<file path="config.mk">
export PLATFORM = sky130hd
export DESIGN_NAME = bytebus_mem_slave
export DESIGN_NICKNAME = d
export VERILOG_FILES = /design/src/rtl/bytebus_mem_slave.sv
export SDC_FILE = /design/constraint.sdc
export NUM_CORES = 1
export LEC_CHECK = 0
export ABC_AREA = 1
export BUFFER_PORTS_ARGS = -buffer_cell sky130_fd_sc_hd__buf_2
export CAP_MARGIN = 25
export CORE_MARGIN = 2
export CORE_UTILIZATION = 57
export CTS_BUF_LIST = sky130_fd_sc_hd__clkbuf_16
export DETAILED_ROUTE_END_ITERATION = 8
export PLACE_DENSITY = 0.76
export REMOVE_ABC_BUFFERS = 1
export SLEW_MARGIN = 0
export SYNTH_ARGS = -nofsm -noshare
export SYNTH_HDL_FRONTEND = slang
export SYNTH_SLANG_ARGS = --single-unit
</file>
<file path="constraint.sdc">
create_clock -name clk -period 2.5 [get_ports clk]
set_clock_uncertainty 0.1 [all_clocks]
set_input_delay 0.375 -clock clk [delete_from_list [all_inputs] [get_ports clk]]
set_output_delay 0.375 -clock clk [all_outputs]
set_load 0.02 [all_outputs]
</file>
<file path="src/rtl/bytebus_mem_slave.sv">
module bytebus_mem_slave #(
  parameter logic [15:0] BASE      = 16'h8200,
  parameter int          SIZE_LOG2 = 6
) (
  input  logic       clk,
  input  logic       rst,
  input  logic       phi1,
  input  logic       lma_n,
  input  logic       rd_n,
  input  logic       wr_n,
  input  logic [7:0] bus_in,
  output logic [7:0] bus_out,
  output logic       bus_oe
);
  localparam int          DEPTH = 1 << SIZE_LOG2;
  localparam logic [16:0] LIMIT = 17'(DEPTH);

  logic                 phi1_d, done, lo_pend, addr_valid, oe_q;
  logic [7:0]           lo_byte;
  logic [15:0]          ptr, off;
  logic [SIZE_LOG2-1:0] idx;
  logic [7:0]           mem [DEPTH];

  wire fall   = phi1_d & ~phi1;
  wire any    = ~lma_n | ~rd_n | ~wr_n;
  wire access = lma_n & (~rd_n | ~wr_n);
  assign off  = ptr - BASE;
  assign idx  = off[SIZE_LOG2-1:0];
  wire hit    = addr_valid & ({1'b0, off} < LIMIT);

  always_ff @(posedge clk) begin
    if (rst) begin
      phi1_d     <= 1'b0;
      done       <= 1'b0;
      lo_pend    <= 1'b0;
      addr_valid <= 1'b0;
      oe_q       <= 1'b0;
      lo_byte    <= 8'h00;
      ptr        <= 16'h0000;
    end else begin
      phi1_d <= phi1;
      oe_q   <= ~rd_n & lma_n & hit & ~done & ~fall;
      if (fall) begin
        done <= 1'b1;
        if (!lma_n) begin
          if (!lo_pend) begin
            lo_byte <= bus_in;
            lo_pend <= 1'b1;
          end else begin
            ptr        <= {bus_in, lo_byte};
            lo_pend    <= 1'b0;
            addr_valid <= 1'b1;
          end
        end else if (access) begin
          ptr     <= ptr + 16'd1;
          lo_pend <= 1'b0;
        end
      end else if (!any) begin
        done <= 1'b0;
      end
    end
  end

  always_ff @(posedge clk) begin
    if (!rst && fall && lma_n && !wr_n && hit)
      mem[idx] <= bus_in;
  end

  assign bus_oe  = oe_q;
  assign bus_out = oe_q ? mem[idx] : 8'hFF;

  a_r8_release_after_fall: assert property (@(posedge clk) disable iff (rst)
    fall |=> !bus_oe);
  a_r4_no_drive_on_lma: assert property (@(posedge clk) disable iff (rst)
    !lma_n |=> !bus_oe);
  a_r2_no_drive_before_addr: assert property (@(posedge clk) disable iff (rst)
    !addr_valid |-> !bus_oe);
  a_r5_step_on_access: assert property (@(posedge clk) disable iff (rst)
    (fall && lma_n && (!rd_n || !wr_n)) |=> ptr == $past(ptr) + 16'd1);
  a_r7_idle_keeps_ptr: assert property (@(posedge clk) disable iff (rst)
    (fall && !any) |=> $stable(ptr));
  a_r10_reset_state: assert property (@(posedge clk)
    rst |=> (!bus_oe && ptr == 16'h0000 && !lo_pend));
endmodule

</file>
==> impl_metrics.json <==
{
  "final_core_util_pct": 67.9,
  "tritoncts": "done",
  "drt.antenna.violating_nets": 0,
  "period_needed_ns": 2.92,
  "rows": 73,
  "final_cells": 3094,
  "finalHoldViolations": 0,
  "dp_cells": 2977,
  "wire_per_inst_um": 19.7,
  "antennaDiodeCount": 0,
  "cp.arrival_ns": 2.44,
  "power.total_mw": 18.1,
  "crit_type": "flop to output port",
  "synth-seq-cells": 541,
  "numCtsBuffers": 54,
  "drtIter0Drc": 1975,
  "final.setup.worst_slack_ns": -0.419,
  "area_growth_pct": 17.0,
  "slew_headroom_pct": 52.5,
  "nNetsFinal": 2548,
  "die_x_um": 206,
  "path_clk_slew_ns": 0.06,
  "wl_um": 61100,
  "yosysWarnings": 0,
  "fin_crit_sh_pct": 117,
  "status": "complete, but fails checks",
  "slew_violations": 0,
  "place_hpwl_um": 34800,
  "grt_pass1_wl_um": 94100,
  "grt_start_max_net_pins": 77,
  "clock_latency_ns": 0.61,
  "cts_num_sinks": 541,
  "cts-root-buf": "clkbuf_16",
  "yosysSeqAreaShare_pct": 68.7,
  "viasPerCell": 5.59,
  "postSynthCellCount": 2398,
  "crit_fanout": 28,
  "p_per_area_mw_per_mm2": 668,
  "ir_drop_mv": 0.941,
  "rsz0062_at_grt": "yes",
  "tightestPinTransition_ns": 0.712,
  "hold_class": "input port to flop",
  "crit_path_start_kind": "flop",
  "fmax_mhz": 343,
  "power_leakage_nw": 11.3,
  "drive_gt1_share_pct": 12.0,
  "critPathRequiredTime_ns": 2.03,
  "grtUsageTotal_pct": 29.6,
  "die_height_um": 206,
  "first_global_vias": 16800,
  "holdWs_ns": 0.0664,
  "layout_common_cells": "nand2_1 (1439), edfxtp_1 (512), buf_4 (129)",
  "overflow": 0,
  "final_common_cell": "nand2_1",
  "vias": 17300,
  "drt-pass1-iter-count": 6,
  "avgSynthCellArea_um2": 9.68,
  "core_area_mm2": 0.0400,
  "failed_checks": "negative setup slack",
  "cts_max_level": 2,
  "remaining_drc_errors": 0,
  "tns_ns": -3.12,
  "gp_congestion": 0.882,
  "num_io_pins": 23,
  "initial_core_util_pct": 58.0,
  "antenna_found_initial": 0,
  "ys_types": 26,
  "critPathCaptureType": "output port",
  "portBuffers": 22,
  "drv_cap": 0,
  "syn-cell-area_mm2": 0.0232,
  "dieArea_mm2": 0.0424,
  "finalSetupViolCount": 8,
  "cts_buffer_depth": 3
}
-- area by class of cell --
class / instances / area (µm²)
sequential: 541 / 16000
fill: 2873 / 12800
multi-input combinational: 1693 / 6790
timing repair buffer: 188 / 1910
clock buffer: 57 / 1430
tap: 525 / 657
inverter: 52 / 211
clock inverter: 37 / 199
timing repair inverter: 1 / 8.76
-- per-layer routing --
layer	wire length [µm]	GRT usage [%]	up-vias	part of all wire, %
met5	0	0	-	0
met4	2470	13.1	0	4.0
met3	6270	5.73	185	10
met2	28700	47.3	936	47
met1	23600	39.7	8116	39
li1	-	-	8049	-
-- critical path, cell delays in order (launching register included) --
cell	delay (ns)
dfxtp_4	0.40
buf_4	0.19
buf_16	0.17
nand2_1	0.08
nand2_1	0.05
nand2_1	0.05
nand2_1	0.05
nand2_1	0.07
nand2_1	0.06
nand2_1	0.11
nand2_1	0.10
nor2_4	0.18
nand3_2	0.13
buf_4	0.18
-- path summary, 6_finish.rpt --
kind	from	end	slack, ns	depth (start not counted)
setup reg to reg	ptr[10]$_SDFFE_PP0P_	mem[31][5]$_DFFE_PP_	0.19	9
setup / recovery	ptr[0]$_SDFFE_PP0P_	bus_out[7]	-0.42	13
hold reg to reg	done$_SDFFE_PP0P_	done$_SDFFE_PP0P_	0.36	2
hold / removal	wr_n	done$_SDFFE_PP0P_	0.07	4
-- synthesized netlist by cell type --
| cell | number | area share, % |
|---|---|---|
| nor2_2 | 2 | 0.054 |
| nor3_1 | 17 | 0.37 |
| nor3_2 | 1 | 0.043 |
| clkbuf_1 | 80 | 1.3 |
| a31oi_1 | 3 | 0.081 |
| o211ai_1 | 1 | 0.032 |
| o22ai_1 | 8 | 0.22 |
| clkinv_1 | 3 | 0.048 |
| inv_1 | 46 | 0.74 |
| edfxtp_1 | 512 | 66 |
| xor2_1 | 4 | 0.15 |
| a21oi_1 | 25 | 0.54 |
| buf_2 | 21 | 0.45 |
| nor2_1 | 112 | 1.8 |
| dfxtp_1 | 29 | 2.5 |
| nand2_1 | 1449 | 23 |
| nand3_1 | 22 | 0.47 |
| nand4_1 | 19 | 0.51 |
| ha_1 | 3 | 0.16 |
| o21a_1 | 1 | 0.032 |
| mux2i_1 | 1 | 0.043 |
| nor4_2 | 1 | 0.054 |
| o21ai_0 | 23 | 0.50 |
| nor3b_1 | 1 | 0.032 |
| inv_2 | 3 | 0.048 |
| buf_1 | 11 | 0.18 |
-- metrics by stage --
step           setup slack (ns)  instance area (µm²)
6_report                 -0.419                27200
5_1_grt                  -0.537                27200
4_1_cts                  -0.390                27100
3_5_place_dp            0.00739                24900
3_3_place_gp             0.0800                24900
2_1_floorplan             -7.92                22800
-- cell families (layout without fill, tap and decap cells) --
kind of cell	Yosys count	after routing	share of synthesized area, %
AO/OA/AOI/OAI	61	61	1.40
XOR/XNOR	4	4	0.151
adder cells (fa/ha/maj)	3	3	0.162
buffers and inverters	164	335	2.76
flip-flops	541	541	68.7
multiplexers	1	1	0.0431
AND/OR/NAND/NOR	1624	1624	26.8
-- state kept, by name, indices dropped and copies added (netlist names) --
name and flops:
bus_oe 1, lo_pend 1, phi1_d 1, mem 512, lo_byte 8, ptr 16, addr_valid 1, done 1
-- power by group --
part	switching, mW	internal [mW]	leakage [nW]
clock network	3.37	4.19	0.840
logic	0.474	0.186	5.58
registers	0.0102	9.91	4.84
-- what timing repair did --
item                                    CTS  global route
hold buffers                              4             0
pin swaps                                10             2
endpoints found under the hold margin     4             0
endpoints found under the setup margin    8             8
setup buffers                            10             0
cloned                                    8             1
resized for setup                        69            17
Power figures use the tool's default switching activity.
